## src/rtl/dcds_pkg.sv

```systemverilog
package dcds_pkg;

    typedef enum logic {
        PH_RESET  = 1'b0,
        PH_SIGNAL = 1'b1
    } phase_e;

    typedef struct packed {
        logic inc;
        logic load;
        logic sat;
        logic dbl;
    } cnt_ctl_t;

    function automatic int unsigned max_u(input int unsigned a, input int unsigned b);
        return (a > b) ? a : b;
    endfunction

    function automatic int unsigned bits_for(input int unsigned v);
        return (v < 2) ? 1 : $clog2(v + 1);
    endfunction

endpackage

```

## src/rtl/dcds_phase_ctrl.sv

```systemverilog
module dcds_phase_ctrl
    import dcds_pkg::*;
#(
    parameter int unsigned RST_LIMIT = 1023,
    parameter int unsigned SIG_LIMIT = 4095
) (
    input  logic     clk,
    input  logic     rst,
    input  logic     row_clr,
    input  logic     rst_win,
    input  logic     sig_win,
    input  logic     cmp_trip,
    input  logic     pre_large,
    output cnt_ctl_t ctl,
    output phase_e   phase,
    output logic     halted,
    output logic     dbl_q,
    output logic     ovf_q
);
    localparam int unsigned TW = bits_for(max_u(RST_LIMIT, SIG_LIMIT));
    localparam logic [TW-1:0] RLIM = TW'(RST_LIMIT);
    localparam logic [TW-1:0] SLIM = TW'(SIG_LIMIT);

    phase_e        phase_q;
    logic          halt_q;
    logic [TW-1:0] tally_q;

    logic          win, xfer, active, tripped, timeout;
    logic [TW-1:0] lim;

    always_comb begin
        win     = (phase_q == PH_RESET) ? rst_win : sig_win;
        lim     = (phase_q == PH_RESET) ? RLIM : SLIM;
        xfer    = (phase_q == PH_RESET) && sig_win;
        active  = !xfer && win && !halt_q;
        tripped = active && cmp_trip;
        timeout = active && !cmp_trip && (tally_q == lim);
        ctl.inc  = active && !cmp_trip && !timeout;
        ctl.load = xfer;
        ctl.sat  = timeout && (phase_q == PH_SIGNAL);
        ctl.dbl  = dbl_q && (phase_q == PH_SIGNAL);
    end

    always_ff @(posedge clk) begin
        if (rst || row_clr) begin
            phase_q <= PH_RESET;
            halt_q  <= 1'b0;
            tally_q <= '0;
            dbl_q   <= 1'b0;
            ovf_q   <= 1'b0;
        end else if (xfer) begin
            phase_q <= PH_SIGNAL;
            halt_q  <= 1'b0;
            tally_q <= '0;
            dbl_q   <= pre_large;
        end else begin
            if (tripped || timeout) halt_q <= 1'b1;
            if (ctl.inc) tally_q <= tally_q + 1'b1;
            if (timeout) ovf_q <= 1'b1;
        end
    end

    assign phase  = phase_q;
    assign halted = halt_q;

endmodule

```

## src/rtl/dcds_count_core.sv

```systemverilog
module dcds_count_core
    import dcds_pkg::*;
#(
    parameter int unsigned W = 12
) (
    input  logic         clk,
    input  logic         rst,
    input  logic         row_clr,
    input  cnt_ctl_t     ctl,
    output logic [W-1:0] cnt
);
    logic [W-1:0] cnt_q;
    logic [W-1:0] cnt_d;
    logic         lsb_d;
    logic         carry1;

    // Bit 0 toggles only at single weight; the upper field is clocked
    // either by bit 0 wrapping or directly at double weight.
    always_comb begin
        carry1 = ctl.inc && (ctl.dbl || cnt_q[0]);
        lsb_d  = (ctl.inc && !ctl.dbl) ? ~cnt_q[0] : cnt_q[0];
    end

    generate
        if (W > 1) begin : g_split
            always_comb begin
                cnt_d[0]   = lsb_d;
                cnt_d[W-1:1] = cnt_q[W-1:1] + {{(W-2){1'b0}}, carry1};
            end
        end else begin : g_single
            always_comb cnt_d = lsb_d;
        end
    endgenerate

    always_ff @(posedge clk) begin
        if (rst || row_clr) begin
            cnt_q <= '0;
        end else if (ctl.load) begin
            cnt_q <= ~cnt_q + 1'b1;
        end else if (ctl.sat) begin
            cnt_q <= '1;
        end else begin
            cnt_q <= cnt_d;
        end
    end

    assign cnt = cnt_q;

endmodule

```

## src/rtl/dcds_col_counter.sv

```systemverilog
module dcds_col_counter
    import dcds_pkg::*;
#(
    parameter int unsigned W         = 12,
    parameter int unsigned RST_LIMIT = 1023,
    parameter int unsigned SIG_LIMIT = 4095
) (
    input  logic         clk,
    input  logic         rst,
    input  logic         row_clr,
    input  logic         rst_win,
    input  logic         sig_win,
    input  logic         cmp_trip,
    input  logic         pre_large,
    output logic [W-1:0] code,
    output logic         dbl_mode,
    output logic         ovf
);
    cnt_ctl_t ctl_w;
    phase_e   phase_w;
    logic     halt_w;

    dcds_phase_ctrl #(
        .RST_LIMIT(RST_LIMIT),
        .SIG_LIMIT(SIG_LIMIT)
    ) ctrl_i (
        .clk      (clk),
        .rst      (rst),
        .row_clr  (row_clr),
        .rst_win  (rst_win),
        .sig_win  (sig_win),
        .cmp_trip (cmp_trip),
        .pre_large(pre_large),
        .ctl      (ctl_w),
        .phase    (phase_w),
        .halted   (halt_w),
        .dbl_q    (dbl_mode),
        .ovf_q    (ovf)
    );

    dcds_count_core #(
        .W(W)
    ) core_i (
        .clk    (clk),
        .rst    (rst),
        .row_clr(row_clr),
        .ctl    (ctl_w),
        .cnt    (code)
    );

endmodule

```

## config.mk

```make
export PLATFORM = sky130hd
export DESIGN_NAME = dcds_col_counter
export DESIGN_NICKNAME = d
export VERILOG_FILES = /design/src/rtl/dcds_pkg.sv /design/src/rtl/dcds_phase_ctrl.sv /design/src/rtl/dcds_count_core.sv /design/src/rtl/dcds_col_counter.sv
export SDC_FILE = /design/constraint.sdc
export NUM_CORES = 1
export LEC_CHECK = 0
export BUFFER_PORTS_ARGS = -buffer_cell sky130_fd_sc_hd__buf_4
export CORE_MARGIN = 5
export CORE_UTILIZATION = 50
export DETAILED_ROUTE_END_ITERATION = 6
export PLACE_DENSITY = 0.73
export SYNTH_ARGS = -nofsm -noshare
export SYNTH_HDL_FRONTEND = slang
export SYNTH_SLANG_ARGS = --single-unit
```

## constraint.sdc

```tcl
create_clock -name clk -period 3.8 [get_ports clk]
set_clock_uncertainty 0.1 [all_clocks]
set_input_delay 1.14 -clock clk [delete_from_list [all_inputs] [get_ports clk]]
set_output_delay 1.14 -clock clk [all_outputs]
set_load 0.01 [all_outputs]
```

==> impl_metrics.yaml, run 1 <==
run_status:
  status: "completed"
clocking:
  clock_latency_ns: 0.28
  clkTransAtPathRegs_ns: 0.10
  post_cts_buffers: 0
  cts_resized: 0
  h-tree-depth: 1
  clockBufferDepth: 2
  cts_hold_buf: 0
  clock_sinks: 28
  cts-root-buf: "clkbuf_8"
  cts_tree: "yes"
  cts_inserted_buffers: 3
flow_run:
  cap_violations: 0
detailed_routing:
  ant_nets: 0
  drt-initial-drc-count: 150
  routed_via_density: 6.16
  drc: 0
  drt_first_pass_iters: 4
  via_count: 1731
  drt-total-wl_um: 4240
  wl_per_cell_um: 15.1
power_and_ir_drop:
  power_density_mw_per_mm2: 296
  p_leak_nw: 0.686
  ir_drop_mv: 0.216
sta:
  setup_viol: 0
  finalHoldViolCount: 0
  drv_slew: 0
  fin_crit_sh_pct: 78.4
  tightest_slew_ns: 0.620
  max_freq_mhz: 336
  setup_slack_ns: 0.821
  finalCriticalPeriod_ns: 2.98
  timing.setup.tns_ns: 0
  maxSlewHeadroom_pct: 58.3
  rsz0062_at_grt: "no"
min_path:
  holdCritStartpoint: "ctrl_i.dbl_q$_SDFFE_PP0P_"
  hold_depth: 2
  hold_class: "reg -> reg"
  hold_end: "ctrl_i.dbl_q$_SDFFE_PP0P_"
floorplan:
  rows: 22
  die_w_um: 70.4
  ioPinCount: 21
  die-area_sq_mm: 0.00495
  start_util_pct: 50.6
  core_sq_mm: 0.00361
  die_y_um: 70.4
placed_design:
  numPortBuffers: 20
  routabilityCongestion: 0.818
  place_ws_ns: 0.546
  place_hpwl_um: 2980
  dp_cells: 277
grt:
  track_usage_pct: 17.4
  grt_overflow: 0
  grt_pass1_wl_um: 7040
  grt_max_degree: 29
  antenna_found_initial: 0
  grt_pass1_vias: 1472
synthesis:
  syn-instance-count: 220
  syn-num-nets: 231
  synth.avg_cell_area_sq_um: 8.29
  synth_area_sq_mm: 0.00182
  synth_seq_cells: 28
  ys_types: 52
  yosys_warnings: 0
  ys_seq_area_share_pct: 30.7
critical_path:
  cpPeakStageDelay_ns: 0.28
  r2r_slack_ns: 1.22
  r2r_start: "ctrl_i.tally_q[0]$_SDFFE_PP0P_"
  timing.rr.end: "core_i.cnt[9]$_SDFF_PP0_"
  critPathCaptureType: "flip-flop"
  critPathRequiredTime_ns: 3.90
  arrival_ns: 3.08
  cp_cell_sequence: "buf_4, nor3b_2, o21ai_1, a211oi_1, ha_1, ha_1, nand2_1, nor3_1, xnor2_1, a211oi_1"
  path_buf_inv: 1
  cpMaxStageDelayCell: "ha_1"
  critPathLaunchType: "input port"
  path_delay_family: "compound AO/OA/AOI/OAI gates"
  path_max_fanout: 6
  path_class: "in -> reg"
  r2r_cells: 10
final_layout:
  drive_gt1_share_pct: 17.2
  fillCellCount: 358
  area_growth_pct: 10.7
  fin_nets: 245
  n_antenna_cell: 0
  fin_cells: 281
[synthesized netlist by cell type, drive strengths merged]
cell      n  area share (%)
a221o     1            0.62
a2bb2oi   1            0.48
a311oi    4             2.3
and2      2            0.69
dfxtp    28              31
nand3     9             2.5
nor3      9             2.5
o31a      1            0.48
and4      1            0.48
o31ai     9             3.7
a2111oi   1             1.5
xor2      2            0.96
nand2    25             5.1
nor2b     1            0.34
or3       8             3.2
a31oi     3             1.0
nand4bb   1            0.62
a221oi    1            0.48
ha        4             2.7
o21ai     5             1.4
inv       5             1.0
or2       1            0.34
nor2     12             2.6
a21oi    16             4.4
o311ai    2            0.96
xnor2     5             2.4
o21a      1            0.41
nor4b     1            0.48
a41o      1            0.55
nand4     9             3.1
nand4b    1            0.48
and3      2            0.69
a211oi    7             2.9
buf       4             2.5
nor3b     1            0.69
o41ai     1            0.48
nand2b    4             1.4
mux2i     5             2.7
a2111o    1            0.62
clkbuf   10             2.6
nor4      8             3.9
or4       7             3.0
[cell type report]
class                           count  area [sq um]  area share [%]
Clock buffer                        4          55.1            2.73
Inverter                            5          18.8           0.930
Multi-Input combinational cell    173          1150            57.0
Sequential cell                    28           561            27.8
Tap cell                           48          60.1            2.98
Timing Repair Buffer               23           173            8.56
[flip-flops by register name, indices dropped and copies added, names as in the netlist]
register	count
core_i.cnt	12
ctrl_i.tally_q	12
ctrl_i.dbl_q	1
ctrl_i.halted	1
ctrl_i.ovf_q	1
ctrl_i.phase	1
[worst reg2reg max path: stages, from the launching register on]
cell       delay [ns]
dfxtp_1          0.37
ha_1             0.28
nand2_1          0.26
a2111oi_4        0.08
a211oi_1         0.22
ha_1             0.27
ha_1             0.28
nand2_1          0.10
nor3_1           0.24
xnor2_1          0.09
a211oi_1         0.21
[metal layers]
layer  up-vias  track usage (%)  part of all wire, %
met4         0             6.60                  1.2
met3         4             3.60                  4.1
li1        872                -                    -
met1       829             23.9                   49
met5         -                0                    0
met2        26             26.6                   46
[per-stage QoR]
step	utilization (%)	cell area, sq um	total power [mW]	hold slack [ns]
floorplan	-	1820	0.390	0.352
detailed placement	54.4	1960	0.415	0.369
global route	56.0	2020	0.629	0.413
finish	56.0	2020	0.598	0.383
global placement	54.4	1960	0.414	0.351
CTS	56.0	2020	0.606	0.388
[how the worst max path moves through the flow]
| stage | from | end | slack [ns] | cells past startpoint |
|---|---|---|---|---|
| after floorplan | sig_win | core_i.cnt[9]$_SDFF_PP0_ | 0.66 | 11 |
| after global placement | sig_win | core_i.cnt[9]$_SDFF_PP0_ | 0.62 | 10 |
| after detailed placement | sig_win | core_i.cnt[9]$_SDFF_PP0_ | 0.55 | 10 |
| after CTS | sig_win | core_i.cnt[9]$_SDFF_PP0_ | 0.83 | 10 |
| after global routing | sig_win | core_i.cnt[9]$_SDFF_PP0_ | 0.53 | 10 |
| final | sig_win | core_i.cnt[9]$_SDFF_PP0_ | 0.82 | 10 |
[logic make-up after synthesis]
kind of cell	after synthesis	synth area share [%]
adders and majority gates	4	2.75
muxes	5	2.75
xor gates and xnor gates	7	3.36
buffers and inverters	19	6.11
AOI/OAI and AO/OA	55	22.2
DFF	28	30.7
and+or+nand+nor	102	32.1
[power by group]
part	switching [mW]	leakage [nW]	total (mW)	internal (mW)
Sequential	0.0142	0.227	0.314	0.300
Combinational	0.0504	0.430	0.0944	0.0440
Clock	0.0963	0.0288	0.189	0.0930
[cell usage in the layout, fill, tap and decap left out, drive strengths merged, types with 7 or more instances in the layout]
cell    count
o31ai       9
a211oi      7
nor4        8
nand3       9
or4         7
or3         8
a21oi      16
nand2      25
dfxtp      28
nor3        9
buf        23
nand4       9
nor2       12
Power figures use the tool's default switching activity.
==> run 2: changes to the inputs <==
ABC_AREA = 1   (was default)
PLACE_DENSITY = 0.76   (was 0.73)
clock period = 2.4 ns   (was 3.8 ns; I/O delays follow)
==> run 2 against run 1 <==
Net effect:
- critical path depth grew 6
- flip-flop and latch count is the same
- worst setup slack worse by 0.58 ns
- register-to-register slack lost 0.97 ns
- largest cell class unchanged
- global-route usage is 1.7 points higher
- total power grew 51%
- final area up 6.3%
- wire length up 5.7%
==> impl_metrics.yaml, run 2 <==
run_status:
  status: "completed"
final_layout:
  fin_cells: 359
  multi_input_area_sq_mm: 0.00110
  fin_nets: 325
  final_common_cell: "nand2_1"
  area_growth_pct: 20.3
  fillCellCount: 318
  final_cell_mix: "nand2_1 (84), inv_1 (33), buf_4 (33)"
  n_antenna_cell: 0
  final_cell_area_sq_mm: 0.00214
  drive_gt1_share_pct: 18.8
  ff_latch_area_sq_um: 562
floorplan:
  core_sq_mm: 0.00339
  die-area_sq_mm: 0.00486
  die_y_um: 69.7
  rows: 21
  die_w_um: 69.7
  start_util_pct: 52.6
  ioPinCount: 21
synthesis:
  ys_types: 28
  synth-edff-count: 0
  yosys_warnings: 0
  yosys-top-cells-area: "dfxtp_1 (31%), nand2_1 (18%), nand3_1 (9.0%)"
  yosysMostFrequentCell: "nand2_1"
  synth_area_sq_mm: 0.00178
  synth_flop_cell: "dfxtp_1"
  synth_top_cell_area_share_pct: 31.4
  syn-instance-count: 281
  synth.avg_cell_area_sq_um: 6.35
  synth.largest_area_cell: "dfxtp_1"
  synth_seq_cells: 28
  synthTopCellsByCount: "nand2_1 (86), inv_1 (33), nand3_1 (32), dfxtp_1 (28), nor2_1 (22)"
  ys_seq_area_share_pct: 31.4
  syn-num-nets: 292
  synthArstFlopShare_pct: 0
power_and_ir_drop:
  p_leak_nw: 0.889
  ir_drop_mv: 0.248
  power_density_mw_per_mm2: 422
detailed_routing:
  via_count: 1887
  drt_first_pass_iters: 4
  wl_per_cell_um: 12.5
  drt-initial-drc-count: 209
  routed_via_density: 5.26
  drc: 0
  drt-total-wl_um: 4480
  ant_nets: 0
placed_design:
  place_area_sq_mm: 0.00210
  dp_cells: 355
  routabilityCongestion: 0.908
  place_hpwl_um: 3340
  numPortBuffers: 20
clocking:
  clkTransAtPathRegs_ns: 0.16
  clock_latency_ns: 0.35
  h-tree-depth: 1
  clockBufferDepth: 2
  cts_tree: "yes"
  cts_hold_buf: 0
  cts_inserted_buffers: 3
  clock_sinks: 28
  cts-root-buf: "clkbuf_4"
grt:
  track_usage_pct: 19.1
  antenna_found_initial: 0
  grt_overflow: 0
  grt_pass1_wl_um: 7820
  grt_pass1_vias: 1698
  grt_max_degree: 16
critical_path:
  critPathRequiredTime_ns: 2.60
  critPathCaptureType: "flip-flop"
  path_class: "reg -> reg"
  cpPeakStageDelay_ns: 0.38
  cp.depth: 16
  cp_cell_sequence: "ha_2, nand2_1, nor2_1, nand3_1, nand2_2, a21oi_2, ha_2, ha_4, nand2_2, nor2_4, nand2_1, nand2_1, nand2_1, nand2_1, nand2_1, a21oi_1"
  path_delay_family: "simple AND/OR/NAND/NOR gates"
  path_max_fanout: 6
  critPathLaunchType: "flip-flop"
  path_buf_inv: 0
  cpMostUsedCell: "nand2_1"
  r2r_cells: 16
  cpMaxStageDelayCell: "dfxtp_2"
  arrival_ns: 2.35
sta:
  setup_viol: 0
  drv_slew: 0
  maxSlewHeadroom_pct: 74.9
  finalHoldViolCount: 0
  max_freq_mhz: 464
  rsz0062_at_grt: "no"
  finalCriticalPeriod_ns: 2.15
  tightest_slew_ns: 0.373
  fin_crit_sh_pct: 89.8
flow_run:
  cap_violations: 0
min_path:
  hold_depth: 2
  hold_class: "reg -> reg"
## run 2: per-layer routing
metal	global-route usage [%]	wire length (um)	up-vias	part of all wire (%)
met5	0	0	-	0
met2	27.2	1870	56	42
met1	29.2	2290	853	51
met4	6.17	47	0	1.0
li1	-	-	974	-
met3	2.46	277	4	6.2
## run 2: worst register-to-register path, stage by stage, from the launching register on
cell and delay, ns:
dfxtp_2 0.38, ha_2 0.22, nand2_1 0.10, nor2_1 0.07, nand3_1 0.10, nand2_2 0.07, a21oi_2 0.11, ha_2 0.21
ha_4 0.15, nand2_2 0.06, nor2_4 0.17, nand2_1 0.07, nand2_1 0.06, nand2_1 0.05, nand2_1 0.05, nand2_1 0.05
a21oi_1 0.11
## run 2: kinds of logic (layout without fill, tap and decap cells)
logic type / Yosys count / in the layout / share of synthesized area [%]
flops: 28 / 28 / 31.4
buf+inv: 41 / 73 / 9.54
compound gates: 35 / 35 / 11.1
simple gates: 162 / 162 / 39.7
fa+ha+maj: 4 / 4 / 2.81
xor+xnor: 11 / 11 / 5.40
## run 2: area by class of cell
type                            instances  area share [%]
Inverter                               36            6.36
Sequential cell                        28            26.2
Tap cell                               46            2.68
Timing Repair Buffer                   33            11.6
Multi-Input combinational cell        212            51.5
Clock buffer                            4            1.69
## run 2: repair_timing
| item | in CTS | in global routing |
|---|---|---|
| resized for setup | 0 | 3 |
| setup buffers | 0 | 0 |
| setup endpoints to repair | 0 | 8 |
## run 2: stage by stage
step	hold WS [ns]	TNS (ns)	worst slack [ns]	utilization [%]	power, mW
2_1_floorplan	0.357	-0.0392	-0.0153	-	0.610
3_3_place_gp	0.341	-0.112	-0.0388	62.0	0.667
3_5_place_dp	0.344	-0.344	-0.0849	62.0	0.669
4_1_cts	0.365	0	0.176	63.0	0.908
5_1_grt	0.404	0	0.0272	63.3	0.946
6_report	0.363	0	0.245	63.3	0.905
## run 2: path summary, 6_finish.rpt
check | endpoint | slack [ns] | startpoint
setup / recovery | core_i.cnt[11]$_SDFF_PP0_ | 0.25 | ctrl_i.tally_q[0]$_SDFFE_PP0P_
hold / removal | ctrl_i.ovf_q$_SDFFE_PP0P_ | 0.36 | ctrl_i.ovf_q$_SDFFE_PP0P_
setup reg to reg | core_i.cnt[11]$_SDFF_PP0_ | 0.25 | ctrl_i.tally_q[0]$_SDFFE_PP0P_
hold reg to reg | ctrl_i.ovf_q$_SDFFE_PP0P_ | 0.36 | ctrl_i.ovf_q$_SDFFE_PP0P_
## run 2: power breakdown
part,total (mW),switching [mW],internal [mW]
Clock,0.243,0.150,0.0931
Combinational,0.170,0.101,0.0698
Sequential,0.492,0.0162,0.476
Total,0.905,0.266,0.639
